**src/rtl/simd_pkg.sv**
```systemverilog
package simd_pkg;
  typedef enum logic [1:0] {
    OP_WRAP = 2'd0,
    OP_SSAT = 2'd1,
    OP_USAT = 2'd2,
    OP_RSVD = 2'd3
  } simd_op_e;
endpackage

```
**src/rtl/simd_lane_ctrl.sv**
```systemverilog
module simd_lane_ctrl #(
  parameter int NB = 16,
  parameter int PB = 4
) (
  input  logic          wide_mode,
  input  logic [1:0]    lane_sel,
  output logic [1:0]    eff_log,
  output logic [NB-1:0] start_mask,
  output logic [NB-1:0] end_mask
);
  localparam logic [1:0] PLOG = 2'($clog2(PB));

  always_comb begin
    eff_log = (!wide_mode && lane_sel > PLOG) ? PLOG : lane_sel;
    for (int i = 0; i < NB; i++) begin
      start_mask[i] = ((i & ((1 << eff_log) - 1)) == 0) || (!wide_mode && i >= PB);
    end
    for (int i = 0; i < NB - 1; i++) begin
      end_mask[i] = start_mask[i+1];
    end
    end_mask[NB-1] = 1'b1;
  end
endmodule

```
**src/rtl/simd_byte_slice.sv**
```systemverilog
module simd_byte_slice (
  input  logic [7:0] a,
  input  logic [7:0] b,
  input  logic       cin,
  output logic [7:0] sum,
  output logic       cout,
  output logic       ovf
);
  always_comb begin
    {cout, sum} = {1'b0, a} + {1'b0, b} + {8'd0, cin};
    ovf = (a[7] == b[7]) && (sum[7] != a[7]);
  end
endmodule

```
**src/rtl/simd_lane_adder.sv**
```systemverilog
module simd_lane_adder #(
  parameter int VEC_W  = 128,
  parameter int PACK_W = 32
) (
  input  logic             clk,
  input  logic             rst,
  input  logic             in_valid,
  input  logic             wide_mode,
  input  logic [1:0]       lane_sel,
  input  logic [1:0]       op_sel,
  input  logic [VEC_W-1:0] opa,
  input  logic [VEC_W-1:0] opb,
  output logic             out_valid,
  output logic [VEC_W-1:0] result,
  output logic [VEC_W/8-1:0] sat_flags
);
  import simd_pkg::*;

  localparam int NB = VEC_W / 8;
  localparam int PB = PACK_W / 8;

  logic [VEC_W-1:0] a_m, b_m, sum_w, res_d;
  logic [NB-1:0]    start_mask, end_mask, cin, cout, ovf;
  logic [NB-1:0]    l_carry, l_ovf, l_neg, l_hit;
  logic [NB-1:0]    flags_d;
  logic [1:0]       eff_log;
  simd_op_e         op;

  assign op = simd_op_e'(op_sel);

  always_comb begin
    a_m = opa;
    b_m = opb;
    if (!wide_mode) begin
      a_m[VEC_W-1:PACK_W] = '0;
      b_m[VEC_W-1:PACK_W] = '0;
    end
  end

  simd_lane_ctrl #(.NB(NB), .PB(PB)) u_ctrl (
    .wide_mode (wide_mode),
    .lane_sel  (lane_sel),
    .eff_log   (eff_log),
    .start_mask(start_mask),
    .end_mask  (end_mask)
  );

  genvar g;
  generate
    for (g = 0; g < NB; g++) begin : g_slice
      if (g == 0) begin : g_first
        assign cin[g] = 1'b0;
      end else begin : g_rest
        assign cin[g] = start_mask[g] ? 1'b0 : cout[g-1];
      end
      simd_byte_slice u_slice (
        .a   (a_m[g*8 +: 8]),
        .b   (b_m[g*8 +: 8]),
        .cin (cin[g]),
        .sum (sum_w[g*8 +: 8]),
        .cout(cout[g]),
        .ovf (ovf[g])
      );
    end
  endgenerate

  // Spread each lane's end-byte status back over all its bytes.
  always_comb begin
    for (int i = NB - 1; i >= 0; i--) begin
      if (end_mask[i] || i == NB - 1) begin
        l_carry[i] = cout[i];
        l_ovf[i]   = ovf[i];
        l_neg[i]   = a_m[i*8 + 7];
      end else begin
        l_carry[i] = l_carry[i+1];
        l_ovf[i]   = l_ovf[i+1];
        l_neg[i]   = l_neg[i+1];
      end
    end
  end

  always_comb begin
    flags_d = '0;
    for (int i = 0; i < NB; i++) begin
      l_hit[i] = (op == OP_SSAT && l_ovf[i]) || (op == OP_USAT && l_carry[i]);
      if (!l_hit[i]) begin
        res_d[i*8 +: 8] = sum_w[i*8 +: 8];
      end else if (op == OP_USAT) begin
        res_d[i*8 +: 8] = 8'hFF;
      end else if (l_neg[i]) begin
        res_d[i*8 +: 8] = end_mask[i] ? 8'h80 : 8'h00;
      end else begin
        res_d[i*8 +: 8] = end_mask[i] ? 8'h7F : 8'hFF;
      end
      if (end_mask[i] && l_hit[i]) begin
        flags_d[i >> eff_log] = 1'b1;
      end
    end
  end

  always_ff @(posedge clk) begin
    if (rst) begin
      out_valid <= 1'b0;
      result    <= '0;
      sat_flags <= '0;
    end else begin
      out_valid <= in_valid;
      if (in_valid) begin
        result    <= res_d;
        sat_flags <= flags_d;
      end
    end
  end
endmodule

```
**config.mk**
```make
export PLATFORM = sky130hd
export DESIGN_NAME = simd_lane_adder
export DESIGN_NICKNAME = d
export VERILOG_FILES = /design/src/rtl/simd_pkg.sv /design/src/rtl/simd_lane_ctrl.sv /design/src/rtl/simd_byte_slice.sv /design/src/rtl/simd_lane_adder.sv
export SDC_FILE = /design/constraint.sdc
export NUM_CORES = 1
export LEC_CHECK = 0
export ABC_AREA = 1
export CORE_ASPECT_RATIO = 1.75
export CORE_MARGIN = 4
export CORE_UTILIZATION = 50
export CTS_CLUSTER_SIZE = 16
export DETAILED_ROUTE_END_ITERATION = 8
export GPL_TIMING_DRIVEN = 0
export PLACE_DENSITY = 0.79
export SETUP_SLACK_MARGIN = 0.4
export SLEW_MARGIN = 20
export SYNTH_ARGS = -nofsm -noshare
export SYNTH_HDL_FRONTEND = slang
export SYNTH_SLANG_ARGS = --single-unit
export TNS_END_PERCENT = 1
```
**constraint.sdc**
```tcl
create_clock -name clk -period 33.9 [get_ports clk]
set_input_delay 3.39 -clock clk [delete_from_list [all_inputs] [get_ports clk]]
set_output_delay 3.39 -clock clk [all_outputs]
set_load 0.1 [all_outputs]
```
==> impl_metrics.env <==
export IMPL_gp_congestion=0.983
export IMPL_p_total_uw=778
export IMPL_cts_tree="built"
export IMPL_finalCritPeriodShare=0.931
export IMPL_setup_viol=0
export IMPL_peakVddDrop_v=0.0000394
export IMPL_drive_gt1_frac=0.0769
export IMPL_synthArstFlopShare=0
export IMPL_synth_seq_cells=145
export IMPL_dpl_cell_area_um2=19500
export IMPL_clock_path_buffers=2
export IMPL_layout_nets=3175
export IMPL_drt_initial_drc_count=911
export IMPL_antenna_found_initial=1
export IMPL_ys_seq_area_frac=0.193
export IMPL_hpwl_um=47400
export IMPL_vias=17300
export IMPL_final_max_slew_violation_count=0
export IMPL_tightest_slew_ps=1150
export IMPL_ant_nets=0
export IMPL_skew_ps=0
export IMPL_critical_path_class="input port to register"
export IMPL_h_tree_depth=4
export IMPL_core_um2=29500
export IMPL_cpMostUsedCell="nand2_1"
export IMPL_grt_pass1_vias=17300
export IMPL_status="complete, no violations"
export IMPL_slew_headroom=0.232
export IMPL_yosysTopAreaCell="dfxtp_1"
export IMPL_hp_start="result[18]"
export IMPL_netlist_instances=2328
export IMPL_num_fill_cells=2644
export IMPL_synth_area_per_cell_um2=6.45
export IMPL_hold_viol=0
export IMPL_wire_per_inst_um=18.6
export IMPL_final_area_um2=20300
export IMPL_grt_pass1_wl_um=89500
export IMPL_synthFlopType="dfxtp_1"
export IMPL_dieWidth_um=139
export IMPL_synthTopCellsByArea="dfxtp_1 (19%), nand2_1 (12%), inv_1 (12%), ha_1 (10%), o221ai_1 (5.5%)"
export IMPL_start_util=0.509
export IMPL_cts_hold_buf=0
export IMPL_required_ps=34240
export IMPL_clk_latency_ps=450
export IMPL_netlist_area_leader_share=0.193
export IMPL_dieArea_um2=33000
export IMPL_overflow=0
export IMPL_place_ws_ps=-507
export IMPL_finalWorstSetupSlack_ps=2340
export IMPL_finalSetupTns_ps=0
export IMPL_cp_max_fo=10
export IMPL_maxCapViolCount=0
export IMPL_rows=83
export IMPL_grt_util_all_layers=0.340
export IMPL_numPortBuffers=405
export IMPL_cp_data_arrival_time_ps=31910
export IMPL_io_pins=409
export IMPL_syn_to_final_growth_pct=35.6
export IMPL_wl_um=58600
export IMPL_crit_start="wide_mode"
export IMPL_min_period_ps=31560
export IMPL_rsz0062_at_grt="false"
export IMPL_drc=0
export IMPL_syn_cell_area_um2=15000
export IMPL_vias_per_cell=5.48
export IMPL_power_density_nw_per_um2=38.2
export IMPL_worst_setup_path_end_kind="register"
export IMPL_mappedNetlistNets=2747
export IMPL_holdCritPathClass="register to register"
export IMPL_p_leak_nw=11.0
export IMPL_synth_cell_types=62
export IMPL_cts_root_buf="clkbuf_16"
export IMPL_cts_buffers=17
export IMPL_synth_edf_count=0
export IMPL_die_y_um=237
export IMPL_drtPass1Iterations=6
export IMPL_start_kind="input port"
export IMPL_rr_worst_depth=4
export IMPL_slowest_stage="fa_2"
export IMPL_critPathMaxStageDelay_ps=440
export IMPL_clkTransAtPathRegs_ps=60
export IMPL_grt_max_degree=17
export IMPL_hold_path_depth=2
export IMPL_clock_sinks=145
export IMPL_yosys_warnings=0
export IMPL_fmax_ghz=0.0317
export IMPL_reg2reg_from="result[127]"
==> cells in the mapped netlist (10+ instances only) <==
library cell    n
xnor2_1        26
inv_2          10
o211ai_1       20
o21ai_0        77
nor2_1        216
nand2_2        18
nand2_1       489
dfxtp_1       145
xor2_1         44
inv_1         480
clkbuf_1       62
nand3_2        45
or2_2          13
nor3_1         25
o221ai_1       94
nor3b_1        10
o21bai_1       11
ha_1          124
fa_1           31
nand3_1       126
nand4_1        20
o21ai_1        19
a21oi_1       106
==> routing by layer <==
metal,up-vias,global-route usage,part of all wire
met5,-,0,0
met4,0,0.197,0.064
met3,188,0.0539,0.060
met2,729,0.656,0.53
met1,8009,0.338,0.35
li1,8352,-,-
==> cell usage in the layout (no fill, tap or decap), types with 44 or more instances in the layout <==
master,instances
a21oi_1,98
ha_1,124
nor2_1,213
dfxtp_1,145
inv_1,480
clkdlybuf4s50_1,405
xor2_1,44
clkbuf_1,62
o221ai_1,93
nand3_2,45
o21ai_0,75
nand3_1,126
nand2_1,487
==> sequential cells by signal, summed over array words and instances, names as in the netlist <==
register	cells
sat_flags	16
out_valid	1
result	128
==> final timing paths <==
kind,endpoint,slack (ps)
min,result[18],480
max,sat_flags[5],2340
min reg2reg,result[18],480
max reg2reg,result[127],33160
==> layout make-up <==
cell class / count / area [um^2] / area share
clock inverter: 9 / 153 / 0.00750
multi-input combinational: 1593 / 9920 / 0.487
tap: 382 / 478 / 0.0235
clock buffer: 23 / 488 / 0.0240
buffer: 96 / 465 / 0.0229
timing repair buffer: 409 / 4080 / 0.201
antenna: 1 / 2.50 / 0.000123
sequential: 145 / 2900 / 0.143
inverter: 494 / 1860 / 0.0913
==> report_power, final <==
part | switching [mW] | leakage, nW | internal (mW) | total [mW]
logic | 0.254 | 9.51 | 0.118 | 0.372
registers | 0.00971 | 1.20 | 0.187 | 0.196
clock network | 0.0786 | 0.305 | 0.131 | 0.209
==> kinds of logic (layout without fill, tap and decap cells) <==
group | count (synthesis) | count (layout) | synth area share
compound gates | 380 | 380 | 0.169
buf+inv | 590 | 1031 | 0.154
xor+xnor | 70 | 70 | 0.0409
fa+ha+maj | 155 | 155 | 0.145
simple gates | 988 | 988 | 0.298
flops | 145 | 145 | 0.193
other cells | 0 | 1 | 0
==> metrics by stage <==
stage          std cells  hold slack [ps]  utilization
3_3_place_gp        3115              461        0.662
4_1_cts             3147              475        0.685
5_1_grt             3152              502        0.690
2_1_floorplan       2328              929            -
6_report            3152              479        0.690
3_5_place_dp        3115              465        0.662
==> what timing repair did <==
item | 4_1_cts | 5_1_grt
resized for setup | 3 | 48
endpoints found under the setup margin | 91 | 144
pin swaps | 0 | 12
setup buffers | 0 | 4
endpoints found under the hold margin | 0 | 0
==> worst max-delay path, delay by kind of cell <==
| family | cells | cell delay (ps) |
|---|---|---|
| simple gates | 89 | 8380 |
| fa+ha+maj | 31 | 11880 |
| compound gates | 40 | 5650 |
| buf+inv | 26 | 2640 |
No activity file was read; power rests on OpenSTA's default activity.
